<file path="config.mk">
export PLATFORM = sky130hd
export DESIGN_NAME = pn_bert
export DESIGN_NICKNAME = d
export VERILOG_FILES = /design/src/rtl/pn_bert_pkg.sv /design/src/rtl/pn_gen.sv /design/src/rtl/pn_bert_ctrl.sv /design/src/rtl/pn_bert_dp.sv /design/src/rtl/pn_bert.sv
export SDC_FILE = /design/constraint.sdc
export NUM_CORES = 1
export LEC_CHECK = 0
export BUFFER_PORTS_ARGS = -buffer_cell sky130_fd_sc_hd__buf_2
export CAP_MARGIN = 20
export CORE_MARGIN = 8
export CORE_UTILIZATION = 53
export CTS_CLUSTER_DIAMETER = 50
export DETAILED_ROUTE_END_ITERATION = 7
export HOLD_SLACK_MARGIN = 0.15
export MAX_ROUTING_LAYER = met4
export PLACE_DENSITY = 0.83
export SKIP_LAST_GASP = 1
export SLEW_MARGIN = 5
export SYNTH_ARGS = -nofsm -noshare
export SYNTH_HDL_FRONTEND = slang
export SYNTH_SLANG_ARGS = --single-unit
</file>
<file path="constraint.sdc">
create_clock -name clk -period 3.2 [get_ports clk]
set_input_delay 0.48 -clock clk [delete_from_list [all_inputs] [get_ports clk]]
set_output_delay 0.48 -clock clk [all_outputs]
set_load 0.01 [all_outputs]
</file>
<file path="src/rtl/pn_bert_pkg.sv">
package pn_bert_pkg;

  localparam int GEN_W = 12;
  localparam int LEN_W = 4;

  typedef enum logic [1:0] {
    ST_IDLE,
    ST_LOAD,
    ST_VERIFY,
    ST_SYNC
  } bertState_t;

  // strobes from control to datapath, already qualified by the bit strobe
  typedef struct packed {
    logic seed;
    logic txAdv;
    logic refLoad;
    logic refAdv;
    logic count;
  } bertCtl_t;

  // feedback taps, bit k holds the bit received k+1 steps ago
  function automatic logic [GEN_W-1:0] tapMask(input logic [1:0] code);
    case (code)
      2'd0:    tapMask = 12'h030;
      2'd1:    tapMask = 12'h110;
      2'd2:    tapMask = 12'h500;
      default: tapMask = 12'h829;
    endcase
  endfunction

  function automatic logic [LEN_W-1:0] regLen(input logic [1:0] code);
    case (code)
      2'd0:    regLen = 4'd6;
      2'd1:    regLen = 4'd9;
      2'd2:    regLen = 4'd11;
      default: regLen = 4'd12;
    endcase
  endfunction

endpackage

</file>
<file path="src/rtl/pn_gen.sv">
module pn_gen
  import pn_bert_pkg::*;
(
  input  logic             clk,
  input  logic             rstN,
  input  logic             seed,
  input  logic             shift,
  input  logic             useExt,
  input  logic             extBit,
  input  logic [GEN_W-1:0] mask,
  output logic             fbBit
);

  logic [GEN_W-1:0] shiftReg;

  assign fbBit = ^(shiftReg & mask);

  always_ff @(posedge clk or negedge rstN) begin
    if (!rstN) begin
      shiftReg <= '1;
    end else if (seed) begin
      shiftReg <= '1;
    end else if (shift) begin
      shiftReg <= {shiftReg[GEN_W-2:0], (useExt ? extBit : fbBit)};
    end
  end

endmodule

</file>
<file path="src/rtl/pn_bert_ctrl.sv">
module pn_bert_ctrl
  import pn_bert_pkg::*;
#(
  parameter int SYNC_RUN = 32,
  parameter int WIN_LEN  = 64,
  parameter int WIN_ERR  = 8
) (
  input  logic       clk,
  input  logic       rstN,
  input  logic       start,
  input  logic [1:0] patSel,
  input  logic       bitEn,
  input  logic       mismatch,
  output bertCtl_t   ctl,
  output logic [1:0] pat,
  output logic       inSync
);

  localparam int RUN_W  = $clog2(SYNC_RUN + 1);
  localparam int WPOS_W = $clog2(WIN_LEN);
  localparam int WERR_W = $clog2(WIN_ERR + 1);

  bertState_t        state;
  logic [LEN_W-1:0]  loadCnt;
  logic [RUN_W-1:0]  runCnt;
  logic [WPOS_W-1:0] winPos;
  logic [WERR_W-1:0] winErr;
  logic              stepBit;

  assign stepBit = bitEn && !start;
  assign inSync  = (state == ST_SYNC);

  always_comb begin
    ctl.seed    = start;
    ctl.txAdv   = stepBit;
    ctl.refLoad = stepBit && (state == ST_LOAD);
    ctl.refAdv  = stepBit && ((state == ST_VERIFY) || (state == ST_SYNC));
    ctl.count   = stepBit && (state == ST_SYNC);
  end

  always_ff @(posedge clk or negedge rstN) begin
    if (!rstN) begin
      state   <= ST_IDLE;
      pat     <= 2'd0;
      loadCnt <= '0;
      runCnt  <= '0;
      winPos  <= '0;
      winErr  <= '0;
    end else if (start) begin
      state   <= ST_LOAD;
      pat     <= patSel;
      loadCnt <= '0;
      runCnt  <= '0;
      winPos  <= '0;
      winErr  <= '0;
    end else if (bitEn) begin
      case (state)
        ST_LOAD: begin
          if (loadCnt == regLen(pat) - 4'd1) begin
            state  <= ST_VERIFY;
            runCnt <= '0;
          end else begin
            loadCnt <= loadCnt + 4'd1;
          end
        end
        ST_VERIFY: begin
          if (mismatch) begin
            state   <= ST_LOAD;
            loadCnt <= '0;
          end else if (runCnt == RUN_W'(SYNC_RUN - 1)) begin
            state  <= ST_SYNC;
            winPos <= '0;
            winErr <= '0;
          end else begin
            runCnt <= runCnt + 1'b1;
          end
        end
        ST_SYNC: begin
          if (mismatch && (winErr == WERR_W'(WIN_ERR - 1))) begin
            state   <= ST_LOAD;
            loadCnt <= '0;
          end else if (winPos == WPOS_W'(WIN_LEN - 1)) begin
            winPos <= '0;
            winErr <= '0;
          end else begin
            winPos <= winPos + 1'b1;
            winErr <= winErr + WERR_W'(mismatch);
          end
        end
        default: ;
      endcase
    end
  end

endmodule

</file>
<file path="src/rtl/pn_bert_dp.sv">
module pn_bert_dp
  import pn_bert_pkg::*;
#(
  parameter int CNT_W = 32
) (
  input  logic             clk,
  input  logic             rstN,
  input  bertCtl_t         ctl,
  input  logic [1:0]       pat,
  input  logic             rxBit,
  output logic             txBit,
  output logic             mismatch,
  output logic [CNT_W-1:0] bitCount,
  output logic [CNT_W-1:0] errCount
);

  logic [GEN_W-1:0] mask;
  logic             refBit;

  assign mask     = tapMask(pat);
  assign mismatch = rxBit ^ refBit;

  pn_gen txGen_i (
    .clk    (clk),
    .rstN   (rstN),
    .seed   (ctl.seed),
    .shift  (ctl.txAdv),
    .useExt (1'b0),
    .extBit (1'b0),
    .mask   (mask),
    .fbBit  (txBit)
  );

  pn_gen refGen_i (
    .clk    (clk),
    .rstN   (rstN),
    .seed   (ctl.seed),
    .shift  (ctl.refLoad || ctl.refAdv),
    .useExt (ctl.refLoad),
    .extBit (rxBit),
    .mask   (mask),
    .fbBit  (refBit)
  );

  always_ff @(posedge clk or negedge rstN) begin
    if (!rstN) begin
      bitCount <= '0;
      errCount <= '0;
    end else if (ctl.seed) begin
      bitCount <= '0;
      errCount <= '0;
    end else if (ctl.count) begin
      if (bitCount != '1) bitCount <= bitCount + 1'b1;
      if (mismatch && (errCount != '1)) errCount <= errCount + 1'b1;
    end
  end

endmodule

</file>
<file path="src/rtl/pn_bert.sv">
module pn_bert
  import pn_bert_pkg::*;
#(
  parameter int CNT_W    = 32,
  parameter int SYNC_RUN = 32,
  parameter int WIN_LEN  = 64,
  parameter int WIN_ERR  = 8
) (
  input  logic             clk,
  input  logic             rstN,
  input  logic             start,
  input  logic [1:0]       patSel,
  input  logic             bitEn,
  input  logic             rxBit,
  output logic             txBit,
  output logic             inSync,
  output logic [CNT_W-1:0] bitCount,
  output logic [CNT_W-1:0] errCount
);

  bertCtl_t   ctl;
  logic [1:0] pat;
  logic       mismatch;

  pn_bert_ctrl #(
    .SYNC_RUN (SYNC_RUN),
    .WIN_LEN  (WIN_LEN),
    .WIN_ERR  (WIN_ERR)
  ) ctrl_i (
    .clk      (clk),
    .rstN     (rstN),
    .start    (start),
    .patSel   (patSel),
    .bitEn    (bitEn),
    .mismatch (mismatch),
    .ctl      (ctl),
    .pat      (pat),
    .inSync   (inSync)
  );

  pn_bert_dp #(
    .CNT_W (CNT_W)
  ) dp_i (
    .clk      (clk),
    .rstN     (rstN),
    .ctl      (ctl),
    .pat      (pat),
    .rxBit    (rxBit),
    .txBit    (txBit),
    .mismatch (mismatch),
    .bitCount (bitCount),
    .errCount (errCount)
  );

endmodule

</file>
==> reports/qor.yml, run 1 <==
pwr:
  power.share.combinational_pct: 10.9
  vdd_drop_max_mv: 0.2672
  p_seq_share_pct: 48.8
  sw_frac_of_total_pct: 24.94
  finalPower_mw: 3.047
  internal_power_mw: 2.287
  power_frac_clock_pct: 40.4
  power_density_mw_per_mm2: 437.0
  leakage_nw: 2.991
  p_sw_mw: 0.7600
global_route:
  antenna_found_initial: 0
  grt_pass1_wl_um: 23740
  grt_max_degree: 58
  grt_pass1_vias: 5090
  grt_overflow: 0
  grt_usage_pct: 20.01
floorplanning:
  core_region_area_mm2: 0.01137
  ios: 73
  die_h_um: 123.6
  die_x_um: 123.6
  die_area_mm2: 0.01527
  rows: 39
  start_util_pct: 53.93
timing:
  setup_tns_ns: 0
  hold_viol: 0
  maxSlewHeadroom_pct: 46.81
  fin_crit_ns: 2.983
  worst_slew_pin_slew_ns: 0.7905
  clock.fmax_mhz: 335.2
  slew_violations: 0
  setup_viol: 0
  rsz0062_at_grt: "no"
  min_period_over_period_pct: 93.23
  final.setup_skew_ns: 0.007206
detailed_routing:
  drc: 0
  drt_iter0_markers: 364
  dr.pass1.iters: 4
  drt-vias-per-instance: 6.022
  wl_um: 14330
  wl_per_cell_um: 16.88
  vias: 5113
  drtAntennaViolNets: 0
clock_tree:
  worstSkewPairLatency_ns: 0.36
  cts_tree: "yes"
  cts_sinks: 112
  cts_max_level: 3
  cts_root_buf: "clkbuf_16"
  postCtsSetupRepairBufs: 0
  clockBufferDepth: 2
  cts_resized: 0
  clk_pin_slew_ns: 0.07
  numCtsBuffers: 9
yosys:
  ys_types: 60
  yosysWarnings: 0
  yosysTopAreaCell: "dfrtp_1"
  synth_seq_cells: 112
  synth_nets: 652
  syn_area_mm2: 0.006132
  synth_area_leaders: "dfrtp_1 36%, dfstp_2 10%, nor2_1 3.8%"
  synth_edf_count: 0
  synth_cells: 633
  synth_top_area_share_pct: 35.91
  synth_flop_cell: "dfrtp_1"
  synth-async-reset-ratio_pct: 100.0
  seq_area_frac_synth_pct: 46.19
  postSynthAreaPerCell_um2: 9.687
layout:
  final_cell_mix: "88 x dfrtp_1, 71 x buf_2, 62 x nor2_1, 48 x nand2_1, 40 x a21oi_1"
  multi_input_area_mm2: 0.003119
  final_common_cell: "dfrtp_1"
  final_util_pct: 61.34
  register_area_mm2: 0.002833
  n_antenna_cell: 0
  nets: 720
  drive_above_1_share_pct: 20.68
  area.growth.synth_to_final_pct: 13.73
  fill_cells: 930
critical_path:
  crit_fanout: 16
  criticalPathCategory: "reg2reg"
  cp.required_ns: 3.44
  crit_arrival_ns: 3.22
  crit_path_end_kind: "flip-flop"
  startpoint_type: "flip-flop"
placed_design:
  place_congestion: 0.8655
  hpwl_um: 10110
  io_buffers: 72
min_path:
  worst_hold_path_type: "in2reg"
run_status:
  status: "finished, final reports clean"
flow_run:
  cap_violations: 0
==> power by group through the flow <==
stage | clock (mW) | sequential, mW | combinational (mW)
global placement | 0 | 1.51 | 0.316
CTS | 1.24 | 1.49 | 0.331
global route | 1.28 | 1.49 | 0.365
floorplan | 0 | 1.50 | 0.241
finish | 1.23 | 1.49 | 0.331
detailed placement | 0 | 1.51 | 0.328
==> cell type report <==
| type | count | share of cell area (%) |
|---|---|---|
| inverters | 14 | 0.7535 |
| well taps | 143 | 2.565 |
| repair buffers | 84 | 6.710 |
| multi-input cells | 480 | 44.73 |
| flip-flops and latches | 112 | 40.62 |
| clock buffers | 11 | 3.480 |
| clock inverters | 5 | 1.148 |
==> cells in the mapped netlist, drive strengths merged (18+ instances only) <==
cell type / instances
dfrtp: 88
nor2: 62
nand2: 48
a21oi: 40
nand3: 37
o21ai: 31
xor2: 25
dfstp: 24
nand4: 20
clkbuf: 19
nor2b: 19
or3: 18
xnor2: 18
==> critical path, stage by stage (launching register included) <==
cell and delay, ns:
dfrtp_1 0.42, inv_1 0.11, ha_1 0.37, mux2i_1 0.24, xnor3_2 0.30, xnor3_2 0.43, nand3_4 0.23, nor4b_1 0.38
mux2_2 0.38
==> sequential cells by signal, indices dropped and copies added (netlist names) <==
signal / flops
ctrl_i.loadCnt: 4
ctrl_i.winErr: 4
dp_i.errCount: 32
dp_i.refGen_i.shiftReg: 12
ctrl_i.runCnt: 6
ctrl_i.pat: 2
ctrl_i.winPos: 6
ctrl_i.state: 2
dp_i.bitCount: 32
dp_i.txGen_i.shiftReg: 12
==> logic make-up after synthesis <==
group                    Yosys count  synth area share (%)
adder cells (fa/ha/maj)           12                 2.448
AO/OA/AOI/OAI                    136                 15.02
AND/OR/NAND/NOR                  277                 24.73
buffers and inverters             41                 2.938
XOR/XNOR                          45                 6.917
multiplexers                      10                 1.755
flip-flops                       112                 46.19
==> what timing repair did <==
action | CTS | global route
setup endpoints to repair | 0 | 1
endpoints found under the hold margin | 4 | 0
hold buffers | 1 | 0
==> layer usage <==
layer	part of all wire, %	GRT usage [%]
met1	42	23.44
met2	49	32.41
met3	6.1	4.338
met4	2.2	9.255
met5	0	-
==> metrics by stage <==
stage / instance area, um2 / hold slack, ns / worst slack (ns) / cells
4_1_cts: 6974 / 0.3423 / 0.1337 / 849
6_report: 6974 / 0.3482 / 0.2168 / 849
5_1_grt: 6974 / 0.3590 / 0.05037 / 849
3_5_place_dp: 6641 / 0.3612 / 0.1399 / 832
3_3_place_gp: 6641 / 0.3558 / 0.3229 / 832
2_1_floorplan: 6132 / 0.1844 / 0.1786 / 633
==> final timing paths <==
path | slack (ns) | endpoint | cells past startpoint | startpoint
worst max-delay path | 0.22 | dp_i.errCount[13]$_DFFE_PN0P_ | 8 | ctrl_i.pat[1]$_DFFE_PN0P_
worst max register to register | 0.22 | dp_i.errCount[13]$_DFFE_PN0P_ | 8 | ctrl_i.pat[1]$_DFFE_PN0P_
worst min-delay path | 0.35 | ctrl_i.pat[0]$_DFFE_PN0P_ | 3 | patSel[0]
min in group asynchronous | 0.52 | ctrl_i.loadCnt[0]$_DFFE_PN0P_ | 2 | rstN
worst min register to register | 0.51 | ctrl_i.winErr[2]$_DFFE_PN0P_ | 1 | ctrl_i.winErr[2]$_DFFE_PN0P_
max in group asynchronous | 1.90 | dp_i.bitCount[21]$_DFFE_PN0P_ | 3 | rstN
No activity file was read; power rests on OpenSTA's default activity.
==> inputs of run 2 (changes only) <==
Settings changed: ABC_AREA set to 1, CORE_UTILIZATION 53 to 54, CTS_CLUSTER_DIAMETER 50 to not set, CTS_CLUSTER_SIZE set to 14.
==> reports/qor.yml, run 2 <==
run_status:
  status: "finished, final reports clean"
detailed_routing:
  wl_per_cell_um: 14.42  # -15%
  drtAntennaViolNets: 0  # unchanged
  vias: 6481  # +27%
  drt_iter0_markers: 631  # +73%
  drc: 0  # unchanged
  drt-vias-per-instance: 5.520  # -8.3%
  wl_um: 16930  # +18%
  dr.pass1.iters: 5  # +1
global_route:
  grt_usage_pct: 21.45  # +1.4 points
  grt_overflow: 0  # unchanged
  grt_pass1_vias: 6126  # +20%
  grt_pass1_wl_um: 28990  # +22%
  antenna_found_initial: 0  # unchanged
  grt_max_degree: 62  # +6.9%
clock_tree:
  clk_pin_slew_ns: 0.08  # about the same
  cts_max_level: 3  # unchanged
  cts_resized: 0  # unchanged
  cts_root_buf: "clkbuf_16"
  cts_tree: "yes"
  postCtsSetupRepairBufs: 0  # unchanged
  clockBufferDepth: 2  # unchanged
  hold_buffers: 0  # -1
  worstSkewPairLatency_ns: 0.36  # about the same
  numCtsBuffers: 9  # unchanged
  cts_sinks: 112  # unchanged
critical_path:
  crit_path_end_kind: "output port"
  crit_chain: "inv_1 -> ha_1 -> nor2_1 -> nor2_1 -> nand2_1 -> xor2_1 -> xor2_1 -> xor2_1 -> buf_2"
  crit_arrival_ns: 2.19  # -1.03 ns
  cp_common_cell: "xor2_1"
  criticalPathCategory: "reg2out"
  cp.required_ns: 2.72  # -0.72 ns
  timing.critical_path.buf_inv: 2  # +1
  startpoint_type: "flip-flop"
  crit_slowest_cell: "dfrtp_1"
  critPathMaxStageDelay_ns: 0.42  # about the same
  crit_fanout: 4  # -12
  critPathTopFamily: "XOR/XNOR gates"
timing:
  final.setup_skew_ns: 0.006850  # -0.0003556 ns
  hold_viol: 0  # unchanged
  worst_slew_pin_slew_ns: 0.8135  # +0.02305 ns
  rsz0062_at_grt: "no"
  clock.fmax_mhz: 375.2  # +12%
  min_period_over_period_pct: 83.28  # -9.9 points
  setup_viol: 0  # unchanged
  fin_crit_ns: 2.665  # -0.3182 ns
  setup_tns_ns: 0  # unchanged
  slew_violations: 0  # unchanged
  maxSlewHeadroom_pct: 45.76  # -1.1 points
yosys:
  yosysTopAreaCell: "dfrtp_1"
  synth_top_area_share_pct: 31.29  # -4.6 points
  ys_types: 40  # -33%
  seq_area_frac_synth_pct: 40.25  # -5.9 points
  synth_nets: 952  # +46%
  synth_cells: 933  # +47%
  synth-async-reset-ratio_pct: 100.0  # unchanged
  synth_commonest_cells: "230 x nand2_1, 97 x inv_1, 88 x dfrtp_1"
  postSynthAreaPerCell_um2: 7.543  # -22%
  synth_area_leaders: "dfrtp_1 31%, nand2_1 12%, dfstp_2 9.0%"
  syn_area_mm2: 0.007038  # +15%
  synth_seq_cells: 112  # unchanged
  yosysWarnings: 0  # unchanged
  synth_flop_cell: "dfrtp_1"
  synth_edf_count: 0  # unchanged
  synth_most_common_cell: "nand2_1"
layout:
  final_area_mm2: 0.007835  # +12%
  fill_cells: 1155  # +24%
  reg.largest.list: "dp_i.bitCount (32), dp_i.errCount (32)"
  final_common_cell: "nand2_1"
  n_antenna_cell: 0  # unchanged
  area.growth.synth_to_final_pct: 11.32
  final_cell_mix: "230 x nand2_1, 96 x inv_1, 88 x dfrtp_1, 85 x nand3_1, 77 x nor2_1"
  drive_above_1_share_pct: 15.67  # -5.0 points
  nets: 1016  # +41%
floorplanning:
  core_region_area_mm2: 0.01267  # +11%
  rows: 41  # +5.1%
  die_h_um: 130.2  # +5.3%
  start_util_pct: 55.54  # +1.6 points
  ios: 73  # unchanged
  die_x_um: 130.2  # +5.3%
  die_area_mm2: 0.01694  # +11%
placed_design:
  hpwl_um: 12130  # +20%
  place_congestion: 0.9622  # +11%
  io_buffers: 72  # unchanged
  place_area_mm2: 0.007545  # +14%
min_path:
  worst_hold_path_type: "in2async"
pwr:
  leakage_nw: 3.726  # +25%
  power_density_mw_per_mm2: 440.5  # +0.80%
  vdd_drop_max_mv: 0.2826  # +5.8%
flow_run:
  cap_violations: 0  # unchanged
run 2: changes by cell type in the layout (fill, tap and decap cells not counted), moves of 18 or more:
cell	previous run	this run
nor3_1	7	44
or3_1	18	0
a21oi_1	40	22
a22oi_1	0	21
nand3b_1	0	30
nand2_1	48	230
nor2b_1	19	0
inv_1	14	96
nand3_1	35	85
run 2: where the power goes:
| part | switching (mW) | leakage, nW | total, mW | internal [mW] |
|---|---|---|---|---|
| Sequential | 0.0841 | 1.47 | 1.58 | 1.49 |
| Clock | 0.530 | 0.133 | 1.14 | 0.608 |
| Combinational | 0.524 | 2.12 | 0.737 | 0.213 |
run 2: final cells by class:
| type | instances | area, um2 | share of cell area (%) |
|---|---|---|---|
| sequential | 112 | 2833 | 36.15 |
| clock buffer | 11 | 232.7 | 2.970 |
| tap | 172 | 215.2 | 2.747 |
| timing repair buffer | 82 | 450.4 | 5.749 |
| multi-input combinational | 687 | 3647 | 46.55 |
| clock inverter | 5 | 57.56 | 0.7346 |
| inverter | 105 | 399.1 | 5.094 |
run 2: metrics by stage:
step | setup WS (ns) | instances | util, % | total power [mW] | hold slack [ns]
6_report | 0.5349 | 1174 | 61.83 | 3.451 | 0.2146
5_1_grt | 0.2825 | 1174 | 61.83 | 3.636 | 0.2901
4_1_cts | 0.5275 | 1174 | 61.83 | 3.465 | 0.2341
3_5_place_dp | 0.6181 | 1158 | 59.54 | 2.332 | 0.4747
3_3_place_gp | 0.7397 | 1158 | 59.54 | 2.315 | 0.4686
2_1_floorplan | 0.8523 | 933 | - | 2.146 | 0.1844
run 2: path summary, 6_finish.rpt:
path                                                            from                                      to  slack (ns)  cells past startpoint
min in group clk                                           patSel[0]               ctrl_i.pat[0]$_DFFE_PN0P_        0.37                      3
worst min register to register  dp_i.txGen_i.shiftReg[9]$_DFFE_PN1P_   dp_i.txGen_i.shiftReg[10]$_DFFE_PN1P_        0.48                      2
worst max register to register             ctrl_i.pat[1]$_DFFE_PN0P_           dp_i.errCount[10]$_DFFE_PN0P_        0.55                     15
worst min-delay path                                            rstN            dp_i.bitCount[5]$_DFFE_PN0P_        0.21                      1
worst max-delay path                       ctrl_i.pat[1]$_DFFE_PN0P_                                   txBit        0.53                      9
max in group asynchronous                                       rstN  dp_i.refGen_i.shiftReg[11]$_DFFE_PN1P_        2.14                      2
run 2: worst register-to-register path, cell delays in order, from the launching register on:
cell and delay, ns:
dfrtp_1 0.41, inv_1 0.11, ha_1 0.37, nand2_1 0.13, clkinv_1 0.09, nand3_1 0.10, nand3_2 0.09, nand2_1 0.09
nand2_2 0.07, nand2_2 0.08, nand2_2 0.08, nand2_4 0.10, nand2_4 0.22, inv_4 0.39, nand4_1 0.16, nand2_1 0.10
run 2: layer usage:
layer	share of wire, %	vias up	GRT usage (%)
met5	0	-	-
met1	45	3042	27.53
met3	6.4	33	3.468
met4	1.9	0	7.787
met2	47	200	33.67
li1	-	3206	-
run 2: cell families after synthesis:
group           Yosys count  synth area share, %
simple gates            525                34.99
buf+inv                 134                7.929
flops                   112                40.25
compound gates           99                8.355
xor+xnor                 51                6.347
fa+ha+maj                12                2.133
